**config.mk**
```make
export PLATFORM = sky130hd
export DESIGN_NAME = key_event_queue
export DESIGN_NICKNAME = d
export VERILOG_FILES = /design/src/rtl/keyq_pkg.sv /design/src/rtl/keyq_ctrl.sv /design/src/rtl/keyq_store.sv /design/src/rtl/keyq_fmt.sv /design/src/rtl/key_event_queue.sv
export SDC_FILE = /design/constraint.sdc
export NUM_CORES = 1
export LEC_CHECK = 0
export ABC_CLOCK_PERIOD_IN_PS = 3100
export BUFFER_PORTS_ARGS = -buffer_cell sky130_fd_sc_hd__buf_2
export CAP_MARGIN = 20
export CORE_ASPECT_RATIO = 0.6
export CORE_MARGIN = 1.5
export CORE_UTILIZATION = 41
export CTS_CLUSTER_DIAMETER = 40
export DETAILED_ROUTE_END_ITERATION = 6
export HOLD_SLACK_MARGIN = 0.15
export PLACE_DENSITY = 0.65
export SLEW_MARGIN = 20
export SYNTH_ARGS = -nofsm -noshare
export SYNTH_HDL_FRONTEND = slang
export SYNTH_SLANG_ARGS = --single-unit
```
**constraint.sdc**
```tcl
create_clock -name clk -period 3.1 [get_ports clk]
set_input_delay 0.62 -clock clk [delete_from_list [all_inputs] [get_ports clk]]
set_output_delay 0.62 -clock clk [all_outputs]
set_load 0.02 [all_outputs]
```
**src/rtl/keyq_pkg.sv**
```systemverilog
package keyq_pkg;

    localparam int KEY_W = 6;
    localparam int BYTE_W = 8;

    localparam logic [BYTE_W-1:0] EMPTY_CODE = 8'h3F;
    localparam logic [BYTE_W-1:0] OVF_CODE   = 8'h7E;

    typedef struct packed {
        logic             rel;
        logic [KEY_W-1:0] key;
    } key_ev_t;

endpackage

```
**src/rtl/keyq_ctrl.sv**
```systemverilog
module keyq_ctrl #(
    parameter int DEPTH = 16,
    parameter int PTR_W = $clog2(DEPTH),
    parameter int CNT_W = $clog2(DEPTH + 1)
) (
    input  logic             clk,
    input  logic             rst_n,
    input  logic             cfg_keep_release,
    input  logic             ev_valid,
    input  logic             ev_release,
    input  logic             rd_strobe,
    output logic             wr_en,
    output logic [PTR_W-1:0] wr_ptr,
    output logic [PTR_W-1:0] rd_ptr,
    output logic [CNT_W-1:0] count,
    output logic             ovf
);

    typedef struct packed {
        logic [PTR_W-1:0] wr;
        logic [PTR_W-1:0] rd;
        logic [CNT_W-1:0] cnt;
        logic             ovf;
    } ctrl_t;

    ctrl_t st_d, st_q;

    logic accept, pop, push, drop, full, empty;

    function automatic logic [PTR_W-1:0] bump(input logic [PTR_W-1:0] p);
        return (p == PTR_W'(DEPTH - 1)) ? '0 : p + PTR_W'(1);
    endfunction

    always_comb begin
        st_d   = st_q;
        full   = (st_q.cnt == CNT_W'(DEPTH));
        empty  = (st_q.cnt == '0);
        accept = ev_valid & (~ev_release | cfg_keep_release);
        // a pending overflow report absorbs the read; empty reads pop nothing
        pop    = rd_strobe & ~st_q.ovf & ~empty;
        push   = accept & (~full | pop);
        drop   = accept & full & ~pop;

        if (push) st_d.wr = bump(st_q.wr);
        if (pop)  st_d.rd = bump(st_q.rd);
        st_d.cnt = st_q.cnt + CNT_W'(push) - CNT_W'(pop);
        st_d.ovf = drop | (st_q.ovf & ~rd_strobe);
    end

    always_ff @(posedge clk or negedge rst_n) begin
        if (!rst_n) st_q <= '0;
        else        st_q <= st_d;
    end

    assign wr_en  = push;
    assign wr_ptr = st_q.wr;
    assign rd_ptr = st_q.rd;
    assign count  = st_q.cnt;
    assign ovf    = st_q.ovf;

endmodule

```
**src/rtl/keyq_store.sv**
```systemverilog
module keyq_store
    import keyq_pkg::*;
#(
    parameter int DEPTH = 16,
    parameter int PTR_W = $clog2(DEPTH)
) (
    input  logic             clk,
    input  logic             rst_n,
    input  logic             wr_en,
    input  logic [PTR_W-1:0] wr_ptr,
    input  key_ev_t          wr_data,
    input  logic [PTR_W-1:0] rd_ptr,
    output key_ev_t          head
);

    key_ev_t mem_d [DEPTH];
    key_ev_t mem_q [DEPTH];

    always_comb begin
        for (int i = 0; i < DEPTH; i++) begin
            mem_d[i] = mem_q[i];
        end
        if (wr_en) mem_d[wr_ptr] = wr_data;
    end

    always_ff @(posedge clk or negedge rst_n) begin
        if (!rst_n) begin
            for (int i = 0; i < DEPTH; i++) mem_q[i] <= '0;
        end else begin
            for (int i = 0; i < DEPTH; i++) mem_q[i] <= mem_d[i];
        end
    end

    assign head = mem_q[rd_ptr];

endmodule

```
**src/rtl/keyq_fmt.sv**
```systemverilog
module keyq_fmt
    import keyq_pkg::*;
#(
    parameter int CNT_W = 5
) (
    input  key_ev_t           head,
    input  logic [CNT_W-1:0]  count,
    input  logic              ovf,
    output logic [BYTE_W-1:0] byte_out
);

    logic status_key;

    always_comb begin
        // keys 62 and 63 collide with the status codes
        status_key = (head.key[KEY_W-1:1] == '1);
        if (ovf) begin
            byte_out = OVF_CODE;
        end else if (count == '0) begin
            byte_out = EMPTY_CODE;
        end else if (status_key) begin
            byte_out = {2'b00, head.key};
        end else begin
            byte_out = {(count > CNT_W'(1)), head.rel, head.key};
        end
    end

endmodule

```
**src/rtl/key_event_queue.sv**
```systemverilog
module key_event_queue
    import keyq_pkg::*;
#(
    parameter int DEPTH = 16,
    localparam int PTR_W = $clog2(DEPTH),
    localparam int CNT_W = $clog2(DEPTH + 1)
) (
    input  logic             clk,
    input  logic             rst_n,
    input  logic             cfg_keep_release,
    input  logic             ev_valid,
    input  logic [5:0]       ev_key,
    input  logic             ev_release,
    input  logic             rd_strobe,
    output logic [7:0]       rd_byte,
    output logic [CNT_W-1:0] entry_count,
    output logic             overflow
);

    logic             wr_en;
    logic [PTR_W-1:0] wr_ptr, rd_ptr;
    key_ev_t          wr_data, head;

    assign wr_data = '{rel: ev_release, key: ev_key};

    keyq_ctrl #(.DEPTH(DEPTH), .PTR_W(PTR_W), .CNT_W(CNT_W)) u_ctrl (
        .clk              (clk),
        .rst_n            (rst_n),
        .cfg_keep_release (cfg_keep_release),
        .ev_valid         (ev_valid),
        .ev_release       (ev_release),
        .rd_strobe        (rd_strobe),
        .wr_en            (wr_en),
        .wr_ptr           (wr_ptr),
        .rd_ptr           (rd_ptr),
        .count            (entry_count),
        .ovf              (overflow)
    );

    keyq_store #(.DEPTH(DEPTH), .PTR_W(PTR_W)) u_store (
        .clk     (clk),
        .rst_n   (rst_n),
        .wr_en   (wr_en),
        .wr_ptr  (wr_ptr),
        .wr_data (wr_data),
        .rd_ptr  (rd_ptr),
        .head    (head)
    );

    keyq_fmt #(.CNT_W(CNT_W)) u_fmt (
        .head     (head),
        .count    (entry_count),
        .ovf      (overflow),
        .byte_out (rd_byte)
    );

endmodule

```
==> results.md <==
* Mux share of post-synthesis cell area at 0.340
* CP endpoint kind: output pin
* CP required at 2.48 ns
* Nets at 495
* Final period utilization at 1.02
* CP arrival at 2.55 ns
* Syn Std Cell Area at 6120 um^2
* Fin Setup TNS at -0.0650 ns
* Post-synth top area share at 0.515
* DRT iter0 DRCs at 322
* TritonCTS clock tree: done
* Final Non-Filler Cells at 679
* Least-Margin Pin Slew at 0.611 ns
* Final-report setup violation count at 1
* Routed Antenna Nets at 0
* Vias at 3,797
* Fill cells at 1,250
* Setup CP Type: flop to output pin
* Simple-gate area share of the yosys netlist at 0.0521
* Rel. slew slack at 0.593
* Detail-routed via count per cell at 5.59
* Top post-synthesis cells by count: dfrtp_1, mux2_2, nand2_1
* Die area at 15,700 um^2
* Cells after DPL at 633
* Post-Syn Instances at 423
* Row count at 34
* Post-CTS Hold Buffers at 0
* Clock skew at 0.0107 ns
* Routed wire length at 14,600 um
* WL per Instance at 21.5 um
* Status: finished, violations left
* Die Wd at 161 um
* Avg Inst Size Synth at 14.5 um^2
* Reg2reg path depth at 13
* Num CTS Buffers at 17
* XOR/XNOR share of the synthesized area at 0.00715
* Vias in the first global route at 4,009
* Layout cells sized above 1 at 0.476
* Fin crit period at 3.17 ns
* Synthesized net count at 449
* Launch point of the worst path: u_ctrl.rd_ptr[1]
* Remaining DRCs at 0
* Initial Util at 0.421
* Number of synthesized flops with an enable pin at 0
* Worst-skew pair later-pin latency at 0.41 ns
* IO Pins at 26
* LEAKAGE at 3.30 nW
* Max VDD drop at 460 uV
* CTS clk-pin slew, worst paths at 0.06 ns
* Worst hold path class: input port to async pin
* Max Root-Sink Buffers at 2
* Failing checks: setup timing
* Dominant synthesized flop cell: dfrtp_1
* RSZ-0062 raised after global routing: true
* Diodes inserted at 0
* Top-count cell post-synth: dfrtp_1
* Fmax at 316 MHz
* Synth Area in Compound Gates at 0.0276
* Largest net degree at the start of global routing at 47
* #FFs+latches synth at 126
* Finished Core Util at 0.500
* Warnings, synthesis at 0
* Synth area leader: dfrtp_1
* HPWL after detailed placement at 9270 um
* Largest family of logic cells by synthesized area: multiplexers
* Seq/Total Area, Yosys at 0.515
* Gr usage total at 0.196
* Post-synth ARST share at 1.00
* Root buffer selected by CTS: clkbuf_16
* Port-buffer cells at 25
* Top cells by area, synth: dfrtp_1, mux2_2, mux4_1
* Antenna violations before repair at 0
* Total of max-cap violations at 0
* Placer Congestion at 0.783
* Area delta synth->final at 18.8%
* Pwr dens at 1150 nW/um^2
* Total grt overflow at 0
* Dpl ws at 0.223 ns
* Die height at 97.6 um
* CORE AREA at 14,500 um^2
* Final setup margin at -0.0650 ns
* First-pass GRT wire length at 22,800 um
* CTS sink cnt at 126
* Worst setup SP type: flop
* DRT Pass-1 Iters at 4
* Final hold vios at 0
* Synth unique cells at 44
* H-tree depth at 4
* Reg-to-Reg Start: u_ctrl.count[2]
* Slew Limit Fails at 0
* Adder-Cell Fraction of Synth Area at 0.0298
* Worst-path fanout max at 7
registers in the layout (all words and copies together), names as in the netlist:
signal	cells
u_store.mem_q	112
u_ctrl.count	5
u_ctrl.ovf	1
u_ctrl.wr_ptr	4
u_ctrl.rd_ptr	4
area by class of cell:
type	count	area [um^2]	share of cell area
Inverter	13	48.8	0.00671
Sequential cell	126	3160	0.434
Clock inverter	7	87.6	0.0120
Clock buffer	24	472	0.0649
Timing Repair Buffer	51	409	0.0563
Multi-Input combinational cell	260	2850	0.392
Tap cell	198	248	0.0341
path summary, 6_finish.rpt:
kind,slack (ns),to
min reg2reg,0.50,u_store.mem_q[16]
min,0.23,u_ctrl.count[4]
min in group clk,0.47,u_ctrl.ovf
max reg2reg,0.30,u_ctrl.count[4]
max,-0.07,rd_byte[6]
max in group asynchronous,1.93,u_store.mem_q[5]
where the power goes:
part | switching, mW | total (mW) | leakage (nW) | internal, mW
sequential | 0.485 | 2.87 | 1.58 | 2.39
combinational | 1.67 | 3.60 | 1.44 | 1.93
clock | 0.691 | 1.91 | 0.274 | 1.22
through the flow:
stage | cell area [um^2] | power, mW | hold WS [ns]
after floorplan | 6120 | 5.04 | 0.324
after global placement | 6500 | 5.81 | 0.472
after detailed placement | 6500 | 5.96 | 0.486
after CTS | 7220 | 8.30 | 0.241
after global routing | 7270 | 8.86 | 0.263
final | 7270 | 8.38 | 0.229
routing by layer:
layer,GRT usage,routed length [um]
met5,0,0
met4,0.0605,152
met3,0.0551,863
met2,0.284,6510
met1,0.284,7060
placed cells by master, fill, tap and decap left out, types with 3 or more instances in the layout:
cell	instances
o21ai_0	7
nand3b_1	3
nor2_1	9
nand2b_1	4
mux4_1	6
mux2i_2	4
clkinv_2	4
buf_2	23
ha_1	13
buf_12	5
xnor2_1	3
mux2i_1	8
clkbuf_1	5
clkbuf_16	18
nand4_1	4
buf_4	21
o211ai_1	4
nor2b_1	3
nand2_1	16
nand3_1	10
dfrtp_1	124
mux4_2	20
mux2_2	112
inv_1	12
a31oi_1	4
a21oi_1	3
cell families (layout without fill, tap and decap cells):
group           after synthesis  after routing
xor+xnor                      5              5
compound gates               25             25
flops                       126            126
mux                         155            155
simple gates                 61             61
buf+inv                      37             95
fa+ha+maj                    14             14
worst max-delay path, cell delays in order (launching register included):
cell and delay (ns):
dfrtp_2 0.46, buf_12 0.17, mux4_2 0.50, mux2_4 0.31
nand2_4 0.07, nor4_4 0.06, o41ai_2 0.37, buf_4 0.19
what timing repair did:
action                     in CTS  in global routing
pin swaps                       4                  1
gates resized for setup        23                 10
setup endpoints to repair       2                  6
gates cloned                    2                  1
buffers inserted                6                  8
(Power assumes the default switching activity.)
